### src/rtl/negate_pkg.sv
package negate_pkg;
  localparam int unsigned NEG_DEFAULT_WIDTH = 8;
  localparam bit          NEG_DEFAULT_OUTREG = 1'b1;
endpackage

### src/rtl/negate_cell.sv
// One bit position: a data select (true / inverted) and a flag-forward select.
module negate_cell (
  input  logic d,
  input  logic flag_in,
  output logic q,
  output logic flag_out
);
  always_comb begin
    if (flag_in) q = ~d;
    else         q = d;
  end

  always_comb begin
    if (flag_in) flag_out = 1'b1;
    else         flag_out = d;
  end
endmodule

### src/rtl/negate_chain.sv
// Ripple chain of cells; the top position keeps only its data select.
module negate_chain #(
  parameter int unsigned WIDTH = 8
) (
  input  logic [WIDTH-1:0] data_in,
  output logic [WIDTH-1:0] data_out
);
  localparam int unsigned TOP = WIDTH - 1;

  logic [WIDTH-2:0] seen;

  assign data_out[0] = data_in[0];
  assign seen[0]     = data_in[0];

  genvar i;
  generate
    for (i = 1; i < TOP; i++) begin : g_cell
      negate_cell u_cell (
        .d        (data_in[i]),
        .flag_in  (seen[i-1]),
        .q        (data_out[i]),
        .flag_out (seen[i])
      );
    end
  endgenerate

  always_comb begin
    if (seen[TOP-1]) data_out[TOP] = ~data_in[TOP];
    else             data_out[TOP] = data_in[TOP];
  end

  // a zero word leaves the flag low everywhere, so nothing is inverted
  always_comb begin
    if (data_in == '0) begin
      zero_copy_chk: assert (data_out == '0);
    end
  end
endmodule

### src/rtl/negate_outreg.sv
// Optional output stage: synchronous active-high reset register or a wire.
module negate_outreg #(
  parameter int unsigned WIDTH  = 8,
  parameter bit          ENABLE = 1'b1
) (
  input  logic             clk,
  input  logic             rst,
  input  logic [WIDTH-1:0] d,
  output logic [WIDTH-1:0] q
);
  generate
    if (ENABLE) begin : g_reg
      logic [WIDTH-1:0] q_r;
      always_ff @(posedge clk) begin
        if (rst) q_r <= '0;
        else     q_r <= d;
      end
      assign q = q_r;
    end else begin : g_wire
      assign q = d;
    end
  endgenerate
endmodule

### src/rtl/twos_negator.sv
module twos_negator
  import negate_pkg::*;
#(
  parameter int unsigned WIDTH  = NEG_DEFAULT_WIDTH,
  parameter bit          OUTREG = NEG_DEFAULT_OUTREG
) (
  input  logic             clk,
  input  logic             rst,
  input  logic [WIDTH-1:0] data_in,
  output logic [WIDTH-1:0] data_out
);
  localparam int unsigned TOP = WIDTH - 1;

  logic [WIDTH-1:0] neg_comb;

  negate_chain #(.WIDTH(WIDTH)) u_chain (
    .data_in  (data_in),
    .data_out (neg_comb)
  );

  negate_outreg #(.WIDTH(WIDTH), .ENABLE(OUTREG)) u_oreg (
    .clk (clk),
    .rst (rst),
    .d   (neg_comb),
    .q   (data_out)
  );

  generate
    if (OUTREG) begin : g_chk
      logic [WIDTH-1:0] one_w;
      assign one_w = {{(WIDTH-1){1'b0}}, 1'b1};


      reset_clear_chk: assert property (@(posedge clk) rst |=> data_out == '0);


      negate_value_chk: assert property (@(posedge clk) disable iff (rst)
        !rst |=> data_out == WIDTH'((~$past(data_in)) + one_w));


      lsb_pass_chk: assert property (@(posedge clk) disable iff (rst)
        !rst |=> data_out[0] == $past(data_in[0]));


      top_bit_chk: assert property (@(posedge clk) disable iff (rst)
        !rst |=> data_out[TOP] == ($past(data_in[TOP]) ^ ($past(data_in[TOP-1:0]) != '0)));


      zero_word_chk: assert property (@(posedge clk) disable iff (rst)
        (!rst && data_in == '0) |=> data_out == '0);
    end
  endgenerate
endmodule

### config.mk
export PLATFORM = sky130hd
export DESIGN_NAME = twos_negator
export DESIGN_NICKNAME = d
export VERILOG_FILES = /design/src/rtl/negate_pkg.sv /design/src/rtl/negate_cell.sv /design/src/rtl/negate_chain.sv /design/src/rtl/negate_outreg.sv /design/src/rtl/twos_negator.sv
export SDC_FILE = /design/constraint.sdc
export NUM_CORES = 1
export LEC_CHECK = 0
export BUFFER_PORTS_ARGS = -buffer_cell sky130_fd_sc_hd__buf_2
export CORE_AREA = 4 4 41 43
export DETAILED_ROUTE_END_ITERATION = 16
export DIE_AREA = 0 0 45 47
export SYNTH_ARGS = -nofsm -noshare
export SYNTH_HDL_FRONTEND = slang
export SYNTH_SLANG_ARGS = --single-unit
### constraint.sdc
create_clock -name clk -period 3.9 [get_ports clk]
set_clock_uncertainty 0.2 [all_clocks]
set_input_delay 0 -clock clk [delete_from_list [all_inputs] [get_ports clk]]
set_output_delay 0 -clock clk [all_outputs]
set_load 0.005 [all_outputs]
; Word level (Yosys, flattened, before mapping)
; Cells that the tools add are included.
[totals]
output_inout_bits = 8
reg_bits = 8
elab_cells = 21
in_bits = 10
[op_classes]
bitwise = 7
mux = 13
[ops]
columns = operator, count
row1 = 1-bit 2-to-1 mux, 13
row2 = 1-bit inverter, 7

; Longest topological paths before layout
; Gate-level depths: netlist of the first run.
[logic_depth]
depth_word = 7
depth_mapped = 9
ltp_nobuf = 9

; Hierarchy
; Synthesis of the first run repeated with hierarchy kept, for this count alone.
[hier_totals]
hier_cells = 42
hier_area_um2 = 369.1
[by_module_without_submodules]
columns = module, area_each_um2, n_inst, cells_each, seq_area_each_um2
row1 = negate_outreg, 210.2, 1, 16, 160.2
row2 = negate_cell, 23.8, 6, 4, 0.0
row3 = negate_chain, 16.3, 1, 2, 0.0

; Worst setup path before layout of the first run
; Ideal clock, no wire load.
[synth_path]
path_kind = in2reg
start = in data_in[0]
end = reg u_oreg.g_reg.q_r[6], in the netlist u_oreg.q[6]
setup_slack_ps = 2320
stages = 8
arrival_time_ps = 1266
setup_ps = 114
required_ps = 3586
path_buffers = 0
cell_sequence = inv_1 > ha_1 > ha_1 > ha_1 > ha_1 > ha_1 > ha_1 > nor2b_1
[synth_via]
elab_chain_cells = 6
[synth_lines]
columns = element, line
row1 = from (decl), twos_negator.sv:9  ; input logic [WIDTH-1:0] data_in,
row2 = 1-bit 2-to-1 mux (5 in series), negate_cell.sv:14  ; if (flag_in) flag_out = 1'b1;
row3 = 1-bit 2-to-1 mux, negate_cell.sv:9  ; if (flag_in) q = ~d;
row4 = via neg_comb[6], twos_negator.sv:14  ; logic [WIDTH-1:0] neg_comb;
row5 = to (signal assigned), negate_outreg.sv:15  ; if (rst) q_r <= '0;
row6 = to (signal assigned), negate_outreg.sv:16  ; else q_r <= d;
row7 = to (decl), negate_outreg.sv:13  ; logic [WIDTH-1:0] q_r;
; The timed path passes the listed nets, and every way through them passes these cells.
; A chain may end at the register's enable or synchronous reset.

; Worst setup path in the final report of the first run
; Same ends and word-level chain as after synthesis.

==> results.json, run 1 <==
{
  "seq_area_frac_synth": 0.508,
  "grt-ovfl-total": 0,
  "crit_family": "buffers and inverters",
  "nets": 79,
  "placed_cells": 62,
  "cp-start-kind": "primary input",
  "rsz0062_at_grt": "no",
  "drv_cap": 0,
  "cp_max_fo": 2,
  "setup_slack_ns": 1.33,
  "syn-mean-instance-area_um2": 10.5,
  "drt_wl_total_um": 669,
  "slowest_delay_ns": 0.55,
  "hold_viol": 0,
  "period_minus_slack_ns": 2.57,
  "worstPathArrival_ns": 2.51,
  "fin_area_um2": 552,
  "row_count": 13,
  "grt_max_degree": 9,
  "clk_pin_slew_ns": 0.05,
  "cpMostUsedCell": "ha_1",
  "p_total_mw": 0.177,
  "post-route-period-util": 0.659,
  "place.gp.congestion": 0.640,
  "grt_pass1_vias": 308,
  "setup_viol": 0,
  "clockRootBuffer": "clkbuf_4",
  "cp_slowest_cell": "dlygate4sd3_1",
  "worst_pin_slew_ns": 0.142,
  "postCtsResizedCells": 0,
  "ys_types": 6,
  "cts_max_level": 1,
  "drc_errors": 0,
  "max_freq_mhz": 389,
  "final_common_cell": "buf_2",
  "antenna_found_initial": 0,
  "cts_setup_buffers": 0,
  "fin_setup_tns_ns": 0,
  "power_density_nw_per_um2": 321,
  "core-area_um2": 1300,
  "yosysWarnings": 0,
  "worst_ep_required_time_ns": 3.83,
  "final_cell_mix": "buf_2, dlygate4sd3_1, dfxtp_1",
  "post-route-util": 0.424,
  "worstPathCellList": "dlygate4sd3_1, buf_2, inv_1, ha_1, ha_1, ha_1, ha_1, ha_1, ha_1, nor2b_1, dlygate4sd3_1",
  "chipWidth_um": 45,
  "vias": 278,
  "fin_cells": 76,
  "clock_sinks": 8,
  "vias_per_cell": 3.66,
  "placed_cell_area_um2": 419,
  "netlist_area_um2": 315,
  "crit_type": "primary input to register",
  "pre_cts_slack_ns": 2.15,
  "grt_pass1_wl_mm": 1.15,
  "ant_nets": 0,
  "synth-seq-cells": 8,
  "largest_reg_flops": 8,
  "synth_cells": 30,
  "synthToLayoutAreaGrowth_pct": 75.0,
  "antennaDiodeCount": 0,
  "p_leak_nw": 0.317,
  "die_area_um2": 2120,
  "hp-class": "primary input to register",
  "synth_nets": 46,
  "wl_per_cell_um": 8.80,
  "die_y_um": 47,
  "cts_tree": "yes",
  "top_level_ports": 18,
  "vdd_drop_max_mv": 0.126,
  "portBuffers": 17,
  "critical_path_buf_inv_count": 4,
  "cts_made_buffers": 3,
  "drv_slew": 0,
  "drive_above_1_share": 0.328,
  "slew_headroom": 0.905,
  "fillerInstances": 134,
  "drt_iter0_drc": 2,
  "worstSetupEndpointType": "register",
  "whs_ns": 0.356,
  "status": "complete, no violations",
  "dr.pass1.iters": 2,
  "start_util": 0.242,
  "clockBufferDepth": 2,
  "gr-usage-all-layers": 0.0854
}
==> tightest hold or removal path, stage by stage <==
cell,delay [ns]
dlygate4sd3_1,0.52
buf_2,0.18
nor2b_1,0.06
==> path summary, 6_finish.rpt <==
| check | startpoint | end | slack, ns | cells after the start |
|---|---|---|---|---|
| setup / recovery | data_in[0] | u_oreg.q[6]$_SDFF_PP0_ | 1.33 | 11 |
| hold / removal | rst | u_oreg.q[1]$_SDFF_PP0_ | 0.36 | 3 |
==> Yosys cell counts, drive strengths merged <==
master / count / share of area
inv: 7 / 0.083
ha: 6 / 0.24
nor2: 2 / 0.024
dfxtp: 8 / 0.51
nor2b: 6 / 0.12
xor2: 1 / 0.028
==> power breakdown <==
part           switching [mW]  internal (mW)
clock                  0.0256         0.0350
combinational         0.00969         0.0184
sequential            0.00126         0.0873
==> timing repair <==
| action | 4_1_cts | 5_1_grt |
|---|---|---|
| hold endpoints to repair | 8 | 0 |
| endpoints found under the setup margin | 0 | 0 |
| hold buffers | 11 | 0 |
==> per-layer routing <==
layer / global-route usage / up-vias / part of all wire
met1: 0.0662 / 115 / 0.37
met2: 0.147 / 9 / 0.53
met5: 0 / - / 0
met4: 0.0877 / 0 / 0.028
met3: 0.0460 / 2 / 0.069
li1: - / 152 / -
==> area by class of cell <==
class	instances	area (um^2)	area share
clock buffer	3	22.5	0.0408
multi-input combinational	15	129	0.234
inverter	7	26.3	0.0476
tap	15	18.8	0.0340
sequential	8	160	0.290
timing repair buffer	28	195	0.354
==> logic make-up (layout without fill, tap and decap cells) <==
kind of cell / Yosys count / in the layout / share of synthesized area
xor+xnor: 1 / 1 / 0.0278
simple gates: 8 / 8 / 0.143
fa+ha+maj: 6 / 6 / 0.238
buf+inv: 7 / 38 / 0.0833
flops: 8 / 8 / 0.508
Power figures use the tool's default switching activity.
==> run 2: changes to the inputs <==
==> constraint.sdc (replaced) <==
create_clock -name clk -period 2.4 [get_ports clk]
set_clock_uncertainty 0.2 [all_clocks]
set_input_delay 0 -clock clk [delete_from_list [all_inputs] [get_ports clk]]
set_output_delay 0 -clock clk [all_outputs]
set_load 0.005 [all_outputs]
==> results.json, run 2 (synthesis gave the netlist of run 1 again) <==
{
  "slew_headroom": 0.901,
  "grt_pass1_vias": 289,
  "hold_depth": 5,
  "drive_above_1_share": 0.333,
  "grt_max_degree": 9,
  "drt_wl_total_um": 663,
  "drv_slew": 0,
  "setup_viol": 0,
  "vias": 284,
  "worst_ep_required_time_ns": 2.34,
  "cts_setup_buffers": 0,
  "postCtsResizedCells": 0,
  "gr-usage-all-layers": 0.0880,
  "drt_iter0_drc": 0,
  "cp_max_fo": 2,
  "dp_hpwl_um": 489,
  "period_minus_slack_ns": 2.02,
  "clock_sinks": 8,
  "grt-ovfl-total": 0,
  "top_level_ports": 18,
  "cts_made_buffers": 3,
  "die_y_um": 47,
  "hold_viol": 0,
  "crit_type": "primary input to register",
  "hp-class": "primary input to register",
  "final_common_cell": "buf_2",
  "clockRootBuffer": "clkbuf_4",
  "worstSetupEndpointType": "register",
  "largest_reg_flops": 8,
  "grt_pass1_wl_mm": 1.19,
  "vdd_drop_max_mv": 0.202,
  "antenna_found_initial": 0,
  "status": "complete, no violations",
  "dr.pass1.iters": 1,
  "place.gp.congestion": 0.641,
  "die_area_um2": 2120,
  "start_util": 0.242,
  "whs_ns": 0.103,
  "ant_nets": 0,
  "antennaDiodeCount": 0,
  "row_count": 13,
  "cp-start-kind": "primary input",
  "wl_per_cell_um": 8.84,
  "vias_per_cell": 3.79,
  "fin_setup_tns_ns": 0,
  "drv_cap": 0,
  "post-route-period-util": 0.842,
  "worstPathArrival_ns": 1.96,
  "rsz0062_at_grt": "no",
  "core-area_um2": 1300,
  "worst_pin_slew_ns": 0.149,
  "clockBufferDepth": 2,
  "cts_max_level": 1,
  "chipWidth_um": 45,
  "portBuffers": 17,
  "nets": 78,
  "clk_pin_slew_ns": 0.05,
  "max_freq_mhz": 495,
  "synthToLayoutAreaGrowth_pct": 71.8,
  "final_cell_mix": "buf_2, dlygate4sd3_1, dfxtp_1",
  "drc_errors": 0,
  "cts_tree": "yes",
  "power_density_nw_per_um2": 533,
  "p_leak_nw": 0.311
}
[run 2: cell types whose count changed in the layout (fill, tap and decap cells not counted), sizes merged]
cell | previous run | this run
dlygate4sd3 | 11 | 10
[run 2: layer usage]
metal	vias to the layer above	routed length, um	share of wire	track usage
met4	0	19	0.029	0.0877
met3	2	48	0.072	0.0460
li1	150	-	-	-
met5	-	0	0	0
met1	121	223	0.34	0.0734
met2	11	371	0.56	0.147
[run 2: layout make-up]
cell class	count	area, um^2
Sequential cell	8	160
Tap cell	15	18.8
Clock buffer	3	22.5
Inverter	7	26.3
Fill cell	134	759
Timing Repair Buffer	27	185
Multi-Input combinational cell	15	129
[run 2: metrics by stage]
| stage | instances | utilization | total power [mW] | instance area, um^2 | worst slack, ns |
|---|---|---|---|---|---|
| after floorplan | 30 | - | 0.160 | 315 | 0.820 |
| after global placement | 62 | 0.322 | 0.178 | 419 | 0.661 |
| after detailed placement | 62 | 0.322 | 0.180 | 419 | 0.665 |
| after CTS | 75 | 0.416 | 0.297 | 542 | 0.385 |
| after global routing | 75 | 0.416 | 0.311 | 542 | 0.297 |
| final | 75 | 0.416 | 0.289 | 542 | 0.379 |
[run 2: worst paths after layout]
path	from	end	slack (ns)
worst min-delay path	data_in[3]	u_oreg.q[4]$_SDFF_PP0_	0.10
worst max-delay path	data_in[0]	u_oreg.q[3]$_SDFF_PP0_	0.38
[run 2: power by group]
group | leakage (nW) | internal [mW] | switching, mW
clock network | 0.0138 | 0.0570 | 0.0431
logic | 0.231 | 0.0292 | 0.0160
registers | 0.0667 | 0.142 | 0.00187
total | 0.311 | 0.228 | 0.0610
[run 2: repair_timing]
item,CTS,global route
hold buffers,10,0
hold endpoints to repair,8,0
endpoints found under the setup margin,0,0
[run 2: worst max-delay path, stage by stage]
cell	delay, ns
dlygate4sd3_1	0.52
buf_2	0.09
inv_1	0.04
ha_1	0.20
ha_1	0.18
ha_1	0.26
nor2b_1	0.12
dlygate4sd3_1	0.54
